$ cat config.mk
export PLATFORM = sky130hd
export DESIGN_NAME = dbg_jtag_xport
export DESIGN_NICKNAME = d
export VERILOG_FILES = /design/src/rtl/dbg_jtag_pkg.sv /design/src/rtl/dbg_tap_ctrl.sv /design/src/rtl/dbg_dmi_bridge.sv /design/src/rtl/dbg_jtag_xport.sv
export SDC_FILE = /design/constraint.sdc
export NUM_CORES = 1
export LEC_CHECK = 0
export CAP_MARGIN = 20
export CORE_ASPECT_RATIO = 0.8
export CORE_MARGIN = 5
export CORE_UTILIZATION = 48
export CTS_BUF_LIST = sky130_fd_sc_hd__clkbuf_4 sky130_fd_sc_hd__clkbuf_8 sky130_fd_sc_hd__clkbuf_16
export CTS_CLUSTER_SIZE = 8
export DETAILED_ROUTE_END_ITERATION = 16
export PLACE_DENSITY = 0.86
export SETUP_SLACK_MARGIN = 0.1
export SYNTH_ARGS = -nofsm -noshare
export SYNTH_HDL_FRONTEND = slang
export SYNTH_SLANG_ARGS = --single-unit
$ cat constraint.sdc
create_clock -name tck -period 1.85 [get_ports tck]
set_clock_uncertainty 0.15 [all_clocks]
set_input_delay 0.185 -clock tck [delete_from_list [all_inputs] [get_ports tck]]
set_output_delay 0.185 -clock tck [all_outputs]
set_load 0.03 [all_outputs]
$ cat src/rtl/dbg_jtag_pkg.sv
package dbg_jtag_pkg;

    typedef enum logic [3:0] {
        TS_RESET  = 4'd0,
        TS_IDLE   = 4'd1,
        TS_SEL_DR = 4'd2,
        TS_CAP_DR = 4'd3,
        TS_SH_DR  = 4'd4,
        TS_EX1_DR = 4'd5,
        TS_PAU_DR = 4'd6,
        TS_EX2_DR = 4'd7,
        TS_UPD_DR = 4'd8,
        TS_SEL_IR = 4'd9,
        TS_CAP_IR = 4'd10,
        TS_SH_IR  = 4'd11,
        TS_EX1_IR = 4'd12,
        TS_PAU_IR = 4'd13,
        TS_EX2_IR = 4'd14,
        TS_UPD_IR = 4'd15
    } tap_state_e;

    localparam int          IR_W       = 5;
    localparam logic [4:0]  IRC_IDCODE = 5'h01;
    localparam logic [4:0]  IRC_CTRL   = 5'h10;
    localparam logic [4:0]  IRC_ACCESS = 5'h11;
    localparam logic [4:0]  IRC_BYPASS = 5'h1F;
    localparam logic [4:0]  IR_CAPTURE = 5'b00001;

    localparam logic [1:0]  OP_NOP = 2'd0;
    localparam logic [1:0]  OP_RD  = 2'd1;
    localparam logic [1:0]  OP_WR  = 2'd2;
    localparam logic [1:0]  OP_RSV = 2'd3;

    localparam logic [1:0]  ST_OK   = 2'd0;
    localparam logic [1:0]  ST_FAIL = 2'd2;

    localparam int          CTRL_CLR_BIT = 16;

endpackage

$ cat src/rtl/dbg_tap_ctrl.sv
module dbg_tap_ctrl
    import dbg_jtag_pkg::*;
(
    input  logic       tck,
    input  logic       trst_n,
    input  logic       tms,
    output tap_state_e state_o
);

    typedef struct packed {
        tap_state_e st;
    } tap_regs_t;

    tap_regs_t tap_d, tap_q;

    always_comb begin
        tap_d = tap_q;
        case (tap_q.st)
            TS_RESET:  tap_d.st = tms ? TS_RESET  : TS_IDLE;
            TS_IDLE:   tap_d.st = tms ? TS_SEL_DR : TS_IDLE;
            TS_SEL_DR: tap_d.st = tms ? TS_SEL_IR : TS_CAP_DR;
            TS_CAP_DR: tap_d.st = tms ? TS_EX1_DR : TS_SH_DR;
            TS_SH_DR:  tap_d.st = tms ? TS_EX1_DR : TS_SH_DR;
            TS_EX1_DR: tap_d.st = tms ? TS_UPD_DR : TS_PAU_DR;
            TS_PAU_DR: tap_d.st = tms ? TS_EX2_DR : TS_PAU_DR;
            TS_EX2_DR: tap_d.st = tms ? TS_UPD_DR : TS_SH_DR;
            TS_UPD_DR: tap_d.st = tms ? TS_SEL_DR : TS_IDLE;
            TS_SEL_IR: tap_d.st = tms ? TS_RESET  : TS_CAP_IR;
            TS_CAP_IR: tap_d.st = tms ? TS_EX1_IR : TS_SH_IR;
            TS_SH_IR:  tap_d.st = tms ? TS_EX1_IR : TS_SH_IR;
            TS_EX1_IR: tap_d.st = tms ? TS_UPD_IR : TS_PAU_IR;
            TS_PAU_IR: tap_d.st = tms ? TS_EX2_IR : TS_PAU_IR;
            TS_EX2_IR: tap_d.st = tms ? TS_UPD_IR : TS_SH_IR;
            TS_UPD_IR: tap_d.st = tms ? TS_SEL_DR : TS_IDLE;
            default:   tap_d.st = TS_RESET;
        endcase
    end

    always_ff @(posedge tck or negedge trst_n) begin
        if (!trst_n) begin
            tap_q <= '{st: TS_RESET};
        end else begin
            tap_q <= tap_d;
        end
    end

    assign state_o = tap_q.st;

    AST_TLR_HOLD: assert property (@(posedge tck) disable iff (!trst_n)
        (state_o == TS_RESET) && tms |=> (state_o == TS_RESET));

    AST_UPD_TO_IDLE: assert property (@(posedge tck) disable iff (!trst_n)
        ((state_o == TS_UPD_DR) || (state_o == TS_UPD_IR)) && !tms |=> (state_o == TS_IDLE));

endmodule

$ cat src/rtl/dbg_dmi_bridge.sv
module dbg_dmi_bridge
    import dbg_jtag_pkg::*;
#(
    parameter int ABITS = 7,
    localparam int AW   = ABITS + 34
)(
    input  logic             tck,
    input  logic             trst_n,
    input  logic             upd_access_i,
    input  logic [AW-1:0]    word_i,
    input  logic             clr_i,
    output logic             req_o,
    output logic             we_o,
    output logic [ABITS-1:0] addr_o,
    output logic [31:0]      wdata_o,
    input  logic [31:0]      rdata_i,
    input  logic             ok_i,
    output logic [AW-1:0]    resp_o,
    output logic [1:0]       status_o
);

    typedef struct packed {
        logic [ABITS-1:0] addr;
        logic [31:0]      data;
        logic [1:0]       st;
    } resp_t;

    resp_t rsp_d, rsp_q;
    logic [1:0] op;

    assign op      = word_i[1:0];
    assign req_o   = upd_access_i && ((op == OP_RD) || (op == OP_WR));
    assign we_o    = req_o && (op == OP_WR);
    assign addr_o  = word_i[AW-1:34];
    assign wdata_o = word_i[33:2];

    always_comb begin
        rsp_d = rsp_q;
        if (clr_i) begin
            rsp_d = '0;
        end else if (req_o) begin
            rsp_d.addr = addr_o;
            if (ok_i) begin
                rsp_d.st = ST_OK;
                if (!we_o) begin
                    rsp_d.data = rdata_i;
                end
            end else begin
                rsp_d.st = ST_FAIL;
            end
        end
    end

    always_ff @(posedge tck or negedge trst_n) begin
        if (!trst_n) begin
            rsp_q <= '0;
        end else begin
            rsp_q <= rsp_d;
        end
    end

    assign resp_o   = rsp_q;
    assign status_o = rsp_q.st;

    AST_REQ_SINGLE: assert property (@(posedge tck) disable iff (!trst_n)
        req_o |=> !req_o);

    AST_READ_CAPTURE: assert property (@(posedge tck) disable iff (!trst_n)
        req_o && !we_o && ok_i |=> (resp_o[33:2] == $past(rdata_i)) && (status_o == ST_OK));

    AST_FAIL_CODE: assert property (@(posedge tck) disable iff (!trst_n)
        req_o && !ok_i && !clr_i |=> (status_o == ST_FAIL));

    AST_IDLE_HOLD: assert property (@(posedge tck) disable iff (!trst_n)
        !req_o && !clr_i |=> $stable(resp_o));

    AST_CLEAR_OK: assert property (@(posedge tck) disable iff (!trst_n)
        clr_i |=> (resp_o == '0));

endmodule

$ cat src/rtl/dbg_jtag_xport.sv
module dbg_jtag_xport
    import dbg_jtag_pkg::*;
#(
    parameter int          ABITS      = 7,
    parameter logic [31:0] IDCODE_VAL = 32'h1DEB_0001,
    parameter logic [2:0]  IDLE_HINT  = 3'd1
)(
    input  logic             tck,
    input  logic             trst_n,
    input  logic             tms,
    input  logic             tdi,
    output logic             tdo,
    output logic             dbus_req,
    output logic             dbus_we,
    output logic [ABITS-1:0] dbus_addr,
    output logic [31:0]      dbus_wdata,
    input  logic [31:0]      dbus_rdata,
    input  logic             dbus_ok
);

    localparam int AW = ABITS + 34;
    localparam int PW = $clog2(AW);

    typedef struct packed {
        logic [IR_W-1:0] ir;
        logic [IR_W-1:0] irsr;
        logic [AW-1:0]   drsr;
    } scan_regs_t;

    scan_regs_t scn_d, scn_q;
    tap_state_e state;
    logic [AW-1:0] resp_word;
    logic [1:0]    resp_st;
    logic [31:0]   ctrl_word;
    logic [AW-1:0] cap_val;
    logic [PW-1:0] msb_idx;
    logic          upd_access;
    logic          ctrl_clr;
    logic          shifting;

    dbg_tap_ctrl u_tap (
        .tck     (tck),
        .trst_n  (trst_n),
        .tms     (tms),
        .state_o (state)
    );

    assign ctrl_word = {15'd0, 1'b0, 1'b0, IDLE_HINT, resp_st, 6'(ABITS), 4'd1};

    always_comb begin
        case (scn_q.ir)
            IRC_IDCODE: begin
                cap_val = {{(AW-32){1'b0}}, IDCODE_VAL};
                msb_idx = PW'(31);
            end
            IRC_CTRL: begin
                cap_val = {{(AW-32){1'b0}}, ctrl_word};
                msb_idx = PW'(31);
            end
            IRC_ACCESS: begin
                cap_val = resp_word;
                msb_idx = PW'(AW-1);
            end
            default: begin
                cap_val = '0;
                msb_idx = '0;
            end
        endcase
    end

    always_comb begin
        scn_d = scn_q;
        case (state)
            TS_RESET:  scn_d.ir   = IRC_IDCODE;
            TS_CAP_IR: scn_d.irsr = IR_CAPTURE;
            TS_SH_IR:  scn_d.irsr = {tdi, scn_q.irsr[IR_W-1:1]};
            TS_UPD_IR: scn_d.ir   = scn_q.irsr;
            TS_CAP_DR: scn_d.drsr = cap_val;
            TS_SH_DR: begin
                scn_d.drsr          = {1'b0, scn_q.drsr[AW-1:1]};
                scn_d.drsr[msb_idx] = tdi;
            end
            default: ;
        endcase
    end

    always_ff @(posedge tck or negedge trst_n) begin
        if (!trst_n) begin
            scn_q <= '{ir: IRC_IDCODE, irsr: '0, drsr: '0};
        end else begin
            scn_q <= scn_d;
        end
    end

    assign shifting = (state == TS_SH_IR) || (state == TS_SH_DR);

    always_ff @(negedge tck or negedge trst_n) begin
        if (!trst_n) begin
            tdo <= 1'b0;
        end else if (state == TS_SH_IR) begin
            tdo <= scn_q.irsr[0];
        end else if (state == TS_SH_DR) begin
            tdo <= scn_q.drsr[0];
        end else begin
            tdo <= 1'b0;
        end
    end

    assign upd_access = (state == TS_UPD_DR) && (scn_q.ir == IRC_ACCESS);
    assign ctrl_clr   = (state == TS_UPD_DR) && (scn_q.ir == IRC_CTRL) && scn_q.drsr[CTRL_CLR_BIT];

    dbg_dmi_bridge #(
        .ABITS (ABITS)
    ) u_bridge (
        .tck          (tck),
        .trst_n       (trst_n),
        .upd_access_i (upd_access),
        .word_i       (scn_q.drsr),
        .clr_i        (ctrl_clr),
        .req_o        (dbus_req),
        .we_o         (dbus_we),
        .addr_o       (dbus_addr),
        .wdata_o      (dbus_wdata),
        .rdata_i      (dbus_rdata),
        .ok_i         (dbus_ok),
        .resp_o       (resp_word),
        .status_o     (resp_st)
    );

    AST_TDO_QUIET: assert property (@(posedge tck) disable iff (!trst_n)
        !shifting |-> (tdo == 1'b0));

    AST_REQ_IN_UPDATE: assert property (@(posedge tck) disable iff (!trst_n)
        dbus_req |-> (state == TS_UPD_DR) && (scn_q.ir == IRC_ACCESS));

    AST_CAPIR_PATTERN: assert property (@(posedge tck) disable iff (!trst_n)
        (state == TS_CAP_IR) |=> (scn_q.irsr == IR_CAPTURE));

endmodule

==> impl_metrics.env, run 1 <==
export IMPL_seq_area_frac_synth_pct=51.7
export IMPL_rsz0062_at_grt="true"
export IMPL_finalSetupTns_ns=-14.91
export IMPL_core_area_um2=9570
export IMPL_worst_ep_required_time_ns=1.15
export IMPL_slew_viol_final=0
export IMPL_drt_pass1_iter_count=7
export IMPL_r2r_start="u_tap.state_o[0]"
export IMPL_startpoint_type="register"
export IMPL_worst_slack_ns=-0.381
export IMPL_path_max_fanout=3
export IMPL_grt_usage_pct=25.4
export IMPL_grt_max_degree=96
export IMPL_numPortBuffers=78
export IMPL_finalInstanceArea_um2=6620
export IMPL_grt_ovfl_total=0
export IMPL_fin_nets=570
export IMPL_violations="setup timing"
export IMPL_drtIter0Drc=504
export IMPL_io_pins=79
export IMPL_ir_worst_vdd_mv=0.688
export IMPL_worstHoldStart="dbus_rdata[5]"
export IMPL_dp_hpwl_um=7970
export IMPL_ant_nets=0
export IMPL_worstSetupEndpointType="register"
export IMPL_antenna_found_initial=0
export IMPL_hold_viol_final=0
export IMPL_grt_pass1_vias=4281
export IMPL_routabilityCongestion=0.838
export IMPL_tightest_slew_ns=0.517
export IMPL_hold_class="input port to register"
export IMPL_period_share_pct=121
export IMPL_drc=0
export IMPL_fmax_ghz=0.451
export IMPL_synth_seq_cells=96
export IMPL_viasPerCell=6.62
export IMPL_diodes=0
export IMPL_clock_tree_root_cell="clkbuf_16"
export IMPL_cts_tree="yes"
export IMPL_syn_instance_count=448
export IMPL_layout_drive_gt1_share_pct=30.0
export IMPL_cts_sink_count=96
export IMPL_critical_path_class="register to register"
export IMPL_stdcell_count=656
export IMPL_finalPower_w=0.0111
export IMPL_syn_nets=486
export IMPL_clockBufferDepth=2
export IMPL_outcome="complete, but fails checks"
export IMPL_crit_arrival_ns=1.54
export IMPL_clk_latency_ns=0.35
export IMPL_final_common_cell="dfrtp_1"
export IMPL_fin_util_pct=69.2
export IMPL_period_needed_ns=2.23
export IMPL_max_cap_violations=0
export IMPL_cp_startpoint="u_tap.state_o[0]"
export IMPL_detail_route_wirelength_um=16400
export IMPL_fp_dieW_um=120
export IMPL_yosys_warnings=0
export IMPL_grt_pass1_wl_um=23500
export IMPL_avgSynthCellArea_um2=10.4
export IMPL_placed_cell_area_um2=5430
export IMPL_dp_cells=600
export IMPL_layout_common_cells="93 x dfrtp_1, 40 x a22o_1, 35 x clkdlybuf4s50_1, 33 x buf_4"
export IMPL_max_slew_margin_pct=65.5
export IMPL_num_rows=32
export IMPL_wl_per_cell_um=25.1
export IMPL_cts_buffers=9
export IMPL_synth_top_flop_cell="dfrtp_1"
export IMPL_area_growth_pct=42.2
export IMPL_power_leakage_nw=3.03
export IMPL_syn_area_um2=4650
export IMPL_die_y_um=98.1
export IMPL_setup_viol=85
export IMPL_cts_htree_levels=3
export IMPL_cellPowerDensity_nw_per_um2=1670
export IMPL_clkTransAtPathRegs_ns=0.06
export IMPL_dieArea_um2=11800
export IMPL_dr_total_vias=4343
export IMPL_start_util_pct=48.6
export IMPL_synth_edff_count=0
export IMPL_yosys_cell_types_count=54
export IMPL_async_flop_share_pct=100
-- state kept, by name (all words and copies together) (netlist names) --
signal and cells:
scn_q 51, tdo 1, u_bridge.resp_o 39, u_bridge.status_o 1, u_tap.state_o 4
-- per-stage QoR --
step | setup WS [ns] | hold WS, ns
2_1_floorplan | -0.535 | -0.261
3_3_place_gp | -0.219 | 0.157
3_5_place_dp | -0.249 | 0.163
4_1_cts | -0.365 | 0.276
5_1_grt | -0.435 | 0.293
6_report | -0.381 | 0.285
-- power breakdown --
group,internal [W],leakage [nW],switching (W)
combinational,0.00268,1.65,0.00322
sequential,0.00272,1.25,0.000657
clock,0.000991,0.138,0.000800
-- cell families (layout without fill, tap and decap cells) --
logic type | after synthesis | after routing | synth area share, %
compound gates | 142 | 142 | 22.3
xor+xnor | 1 | 1 | 0.188
fa+ha+maj | 1 | 1 | 0.269
buf+inv | 84 | 173 | 10.6
flops | 96 | 96 | 51.7
mux | 2 | 2 | 0.457
simple gates | 122 | 122 | 14.5
-- cells in the mapped netlist (2+ instances only) --
cell | n | area, µm²
a21oi_1 | 38 | 190
a221o_1 | 10 | 100
a22o_1 | 40 | 350
a31oi_1 | 8 | 50.1
a32oi_1 | 2 | 17.5
and2_1 | 2 | 12.5
and3_1 | 13 | 81.3
buf_1 | 4 | 15.0
buf_2 | 17 | 85.1
buf_4 | 42 | 315
clkbuf_1 | 16 | 60.1
dfrtp_1 | 94 | 2350
inv_1 | 4 | 15.0
nand2_1 | 24 | 90.1
nand2b_1 | 2 | 12.5
nand3_1 | 9 | 45.0
nand3b_1 | 2 | 15.0
nand4_1 | 16 | 100
nor2_1 | 30 | 113
nor2b_1 | 7 | 43.8
nor3_1 | 2 | 10.0
nor3b_1 | 2 | 15.0
nor4b_2 | 3 | 45.0
o2111ai_1 | 8 | 70.1
o211ai_1 | 3 | 22.5
o21ai_0 | 15 | 75.1
o221a_2 | 4 | 45.0
o221ai_1 | 2 | 17.5
o22ai_1 | 4 | 25.0
-- final cells by class --
type	instances	area, µm²
Fill cell	604	2950
Sequential cell	96	2400
Multi-Input combinational cell	268	2100
Timing Repair Buffer	152	1670
Clock buffer	14	263
Tap cell	119	149
Inverter	5	18.8
Clock inverter	2	16.3
-- repair_timing --
item,4_1_cts,5_1_grt
gates resized for setup,98,57
hold buffers,1,0
pin swaps,56,52
hold endpoints to repair,94,0
setup endpoints to repair,113,108
setup buffers,20,11
gates cloned,10,1
-- layer usage --
| metal | vias up | track usage [%] | routed length, µm | part of all wire [%] |
|---|---|---|---|---|
| li1 | 1802 | - | - | - |
| met1 | 2156 | 31.9 | 6160 | 37 |
| met2 | 304 | 40.8 | 7980 | 49 |
| met3 | 81 | 7.99 | 1480 | 9.0 |
| met4 | 0 | 10.8 | 815 | 5.0 |
| met5 | - | 0 | 0 | 0 |
-- critical path: stages (launching register included) --
cell and delay [ns]:
dfrtp_1 0.43, buf_4 0.15, or4b_4 0.49, o21ai_2 0.12
-- final timing paths --
kind | to | slack [ns] | cells after the start
setup / recovery | tdo | -0.38 | 3
hold / removal | u_bridge.resp_o[7] | 0.28 | 2
setup reg to reg | tdo | -0.38 | 3
hold reg to reg | u_bridge.resp_o[37] | 0.36 | 1
max in group asynchronous | tdo | 0.58 | 2
min in group asynchronous | scn_q[23] | 0.31 | 3
(Power assumes the default switching activity.)
==> inputs of run 2 (changes only) <==
- PLACE_DENSITY: 0.86 -> not set
- PLACE_DENSITY_LB_ADDON: not set -> 0.3
==> impl_metrics.env, run 2 (same netlist as run 1, synthesis figures left out) <==
export IMPL_outcome="complete, but fails checks"
export IMPL_violations="setup timing"
export IMPL_dieArea_um2=11800
export IMPL_grt_max_degree=96
export IMPL_num_rows=32
export IMPL_viasPerCell=6.50
export IMPL_power_leakage_nw=3.24
export IMPL_cts_buffers=9
export IMPL_swShare_pct=41.3
export IMPL_area_growth_pct=53.2
export IMPL_startpoint_type="register"
export IMPL_worstSetupEndpointType="primary output"
export IMPL_detail_route_wirelength_um=17100
export IMPL_dr_total_vias=4377
export IMPL_routabilityCongestion=0.784
export IMPL_combPwrFrac_pct=56.0
export IMPL_worst_ep_required_time_ns=1.51
export IMPL_cts_tree="yes"
export IMPL_start_util_pct=48.6
export IMPL_cellPowerDensity_nw_per_um2=1660
export IMPL_grt_pass1_wl_um=23600
export IMPL_crit_arrival_ns=1.86
export IMPL_clockBufferDepth=2
export IMPL_grt_pass1_vias=4339
export IMPL_critical_path_class="register to primary output"
export IMPL_hold_worst_slack_ns=0.288
export IMPL_numPortBuffers=78
export IMPL_grt_ovfl_total=0
export IMPL_layout_drive_gt1_share_pct=35.2
export IMPL_drtIter0Drc=532
export IMPL_wl_per_cell_um=25.4
export IMPL_final_common_cell="dfrtp_1"
export IMPL_finalSetupTns_ns=-17.86
export IMPL_p_sw_w=0.00489
export IMPL_core_area_um2=9570
export IMPL_fin_nets=588
export IMPL_hold_viol_final=0
export IMPL_slew_viol_final=0
export IMPL_drt_pass1_iter_count=5
export IMPL_power_frac_seq_pct=28.6
export IMPL_cts_sink_count=96
export IMPL_dp_hpwl_um=7640
export IMPL_drc=0
export IMPL_layout_common_cells="94 x dfrtp_1, 40 x a22o_1, 37 x buf_6, 35 x clkdlybuf4s50_1, 30 x nor2_1"
export IMPL_fmax_ghz=0.456
export IMPL_antenna_found_initial=0
export IMPL_period_share_pct=119
export IMPL_die_y_um=98.1
export IMPL_io_pins=79
export IMPL_largest_register_ffs=51
export IMPL_path_max_fanout=3
export IMPL_fp_dieW_um=120
export IMPL_top_register="scn_q"
export IMPL_worst_slack_ns=-0.344
export IMPL_clkPwrFrac_pct=15.5
export IMPL_diodes=0
export IMPL_clkTransAtPathRegs_ns=0.06
export IMPL_hold_class="input port to register"
export IMPL_period_needed_ns=2.19
export IMPL_clk_latency_ns=0.35
export IMPL_max_cap_violations=0
export IMPL_max_slew_margin_pct=62.4
export IMPL_setup_viol=92
export IMPL_ant_nets=0
export IMPL_internal_power_w=0.00693
export IMPL_ir_worst_vdd_mv=0.913
export IMPL_grt_usage_pct=25.8
export IMPL_tightest_slew_ns=0.556
export IMPL_cts_htree_levels=3
export IMPL_clock_tree_root_cell="clkbuf_16"
export IMPL_rsz0062_at_grt="true"
[run 2: final timing paths]
| check | start | endpoint | slack [ns] | cells past startpoint |
|---|---|---|---|---|
| setup / recovery | u_tap.state_o[1] | dbus_we | -0.34 | 6 |
| hold / removal | dbus_rdata[3] | u_bridge.resp_o[5] | 0.29 | 2 |
| setup reg to reg | u_tap.state_o[1] | tdo | -0.32 | 5 |
| hold reg to reg | u_bridge.resp_o[38] | u_bridge.resp_o[38] | 0.36 | 1 |
| max in group asynchronous | trst_n | tdo | 0.57 | 2 |
| min in group asynchronous | trst_n | u_bridge.resp_o[26] | 0.33 | 3 |
[run 2: worst max-delay path, stage by stage, from the launching register on]
cell and delay [ns]:
dfrtp_1 0.42, buf_8 0.14, nor4b_4 0.25, buf_4 0.15, and4b_2 0.26, and2_4 0.17
buf_6 0.12
[run 2: cell type report]
class	count	area, µm²
inverter	5	18.8
sequential	96	2400
multi-input combinational	269	2250
timing repair buffer	169	2020
clock buffer	13	274
tap	119	149
clock inverter	2	13.8
fill	585	2440
[run 2: what timing repair did]
action	CTS	global route
endpoints found under the hold margin	94	0
hold buffers	1	0
resized for setup	122	92
gates cloned	16	2
endpoints found under the setup margin	108	106
pin swaps	33	66
buffers inserted	21	22
[run 2: per-layer routing]
metal	vias up	share of wire [%]	global-route usage [%]
li1	1848	-	-
met5	-	0	0
met3	59	7.5	6.60
met2	259	50	41.6
met4	0	3.8	9.86
met1	2211	39	33.7
[run 2: through the flow]
stage,std cells,area [µm²],setup slack [ns],utilization (%),power [W]
6_report,673,7130,-0.344,74.5,0.0118
5_1_grt,673,7130,-0.395,74.5,0.0122
4_1_cts,657,6690,-0.300,69.9,0.0107
3_5_place_dp,604,5490,-0.274,57.3,0.00761
3_3_place_gp,604,5490,-0.234,57.3,0.00748
2_1_floorplan,448,4710,-0.535,-,0.00638
[run 2: power groups by stage]
stage | Clock, W | Combinational, W | Sequential [W]
floorplan | 0 | 0.00326 | 0.00312
global placement | 0 | 0.00423 | 0.00325
detailed placement | 0 | 0.00434 | 0.00327
CTS | 0.00181 | 0.00557 | 0.00327
global route | 0.00192 | 0.00690 | 0.00343
finish | 0.00183 | 0.00661 | 0.00338
==> inputs of run 3 (changes only) <==
- SKIP_CTS_REPAIR_TIMING: not set -> 1
==> impl_metrics.env, run 3 (same netlist as run 1, synthesis figures left out) <==
export IMPL_outcome="complete, but fails checks"
export IMPL_violations="setup timing"
export IMPL_dr_total_vias=3858
export IMPL_max_slew_margin_pct=66.7
export IMPL_routabilityCongestion=0.784
export IMPL_fp_dieW_um=120
export IMPL_worstSetupEndpointType="primary output"
export IMPL_worst_r2r_path_depth=2
export IMPL_period_needed_ns=2.20
export IMPL_hold_depth=2
export IMPL_start_util_pct=48.6
export IMPL_r2r_start="u_tap.state_o[0]"
export IMPL_ant_nets=0
export IMPL_r2r_end="tdo"
export IMPL_path_max_fanout=6
export IMPL_cts_sink_count=96
export IMPL_worstHoldStart="dbus_rdata[27]"
export IMPL_startpoint_type="register"
export IMPL_area_sequential_um2=2410
export IMPL_ir_worst_vdd_mv=0.818
export IMPL_setup_viol=53
export IMPL_drt_pass1_iter_count=5
export IMPL_hold_viol_final=0
export IMPL_period_share_pct=119
export IMPL_num_fill_cells=713
export IMPL_grt_ovfl_total=0
export IMPL_fin_util_pct=66.1
export IMPL_top_register="scn_q"
export IMPL_multiInputGateArea_um2=1840
export IMPL_hold_path_end="u_bridge.resp_o[29]"
export IMPL_layout_common_cells="91 x dfrtp_1, 40 x a22o_1, 39 x dlymetal6s2s_1, 38 x a21oi_1, 35 x clkdlybuf4s50_1"
export IMPL_fin_nets=558
export IMPL_diodes=0
export IMPL_cts_htree_levels=3
export IMPL_core_area_um2=9570
export IMPL_dieArea_um2=11800
export IMPL_numPortBuffers=78
export IMPL_finalSetupTns_ns=-7.06
export IMPL_area_growth_pct=36.0
export IMPL_crit_arrival_ns=1.87
export IMPL_worst_slack_ns=-0.350
export IMPL_max_cap_violations=0
export IMPL_placed_cell_area_um2=5490
export IMPL_rsz0062_at_grt="true"
export IMPL_layout_drive_gt1_share_pct=20.6
export IMPL_ff2ff_setup_slack_ns=-0.31
export IMPL_final_common_cell="dfrtp_1"
export IMPL_viasPerCell=6.00
export IMPL_antenna_found_initial=0
export IMPL_cellPowerDensity_nw_per_um2=1590
export IMPL_clockBufferDepth=2
export IMPL_io_pins=79
export IMPL_hold_class="input port to register"
export IMPL_die_y_um=98.1
export IMPL_grt_pass1_wl_um=18800
export IMPL_clkTransAtPathRegs_ns=0.07
export IMPL_cts_tree="yes"
export IMPL_worst_ep_required_time_ns=1.51
export IMPL_clk_latency_ns=0.34
export IMPL_num_rows=32
export IMPL_grt_pass1_vias=3543
export IMPL_finalInstanceArea_um2=6330
export IMPL_dp_hpwl_um=7640
export IMPL_clock_tree_root_cell="clkbuf_16"
export IMPL_critical_path_class="register to primary output"
export IMPL_tightest_slew_ns=0.500
export IMPL_drtIter0Drc=296
export IMPL_fmax_ghz=0.455
export IMPL_grt_max_degree=96
export IMPL_drc=0
export IMPL_detail_route_wirelength_um=12400
export IMPL_slew_viol_final=0
export IMPL_power_leakage_nw=3.22
export IMPL_wl_per_cell_um=19.3
export IMPL_grt_usage_pct=19.8
export IMPL_cts_buffers=9
export IMPL_largest_register_ffs=51
## run 3: changes by cell type in the layout (fill, tap and decap cells not counted), moves of 12 or more
cell,previous run,this run
dlygate4sd2_1,27,0
dlymetal6s2s_1,12,39
buf_6,37,18
and3_4,14,0
a21oi_1,17,38
a21oi_2,19,0
and3_1,0,12
## run 3: worst max-delay path: stages (launching register included)
cell and delay (ns):
dfrtp_2 0.44, buf_12 0.14, nor4b_4 0.26, buf_4 0.15, and4b_1 0.24, and2_4 0.17, buf_6 0.12
## run 3: layer usage
metal | global-route usage, % | share of wire, % | vias up
met1 | 29.0 | 46 | 1947
met3 | 4.92 | 5.5 | 13
met2 | 30.2 | 47 | 127
met5 | 0 | 0 | -
met4 | 3.96 | 1.2 | 0
li1 | - | - | 1771
## run 3: worst max-delay path by stage
stage                                start       end  cells past startpoint
final                     u_tap.state_o[1]   dbus_we                      6
after global routing      u_tap.state_o[1]   dbus_we                      6
after CTS                 u_tap.state_o[3]  dbus_req                      7
after detailed placement  u_tap.state_o[3]       tdo                      2
after global placement    u_tap.state_o[3]       tdo                      2
after floorplan           u_tap.state_o[0]       tdo                      4
## run 3: cell type report
cell class	count	share of cell area (%)
Sequential cell	96	38.0
Multi-Input combinational cell	268	29.1
Timing Repair Buffer	140	25.7
Clock buffer	13	4.33
Tap cell	119	2.35
Inverter	5	0.297
Clock inverter	2	0.217
## run 3: power by group
part	internal [W]	leakage [nW]	switching [W]
Combinational	0.00240	1.83	0.00264
Sequential	0.00272	1.25	0.000540
Clock	0.00103	0.145	0.000760
## run 3: stage by stage
stage | hold WS (ns) | std cells | setup slack, ns | total power, W
2_1_floorplan | -0.261 | 448 | -0.535 | 0.00638
3_3_place_gp | 0.175 | 604 | -0.234 | 0.00748
3_5_place_dp | 0.173 | 604 | -0.274 | 0.00761
4_1_cts | -0.190 | 619 | -0.405 | 0.00940
5_1_grt | 0.292 | 643 | -0.413 | 0.0106
6_report | 0.292 | 643 | -0.350 | 0.0101
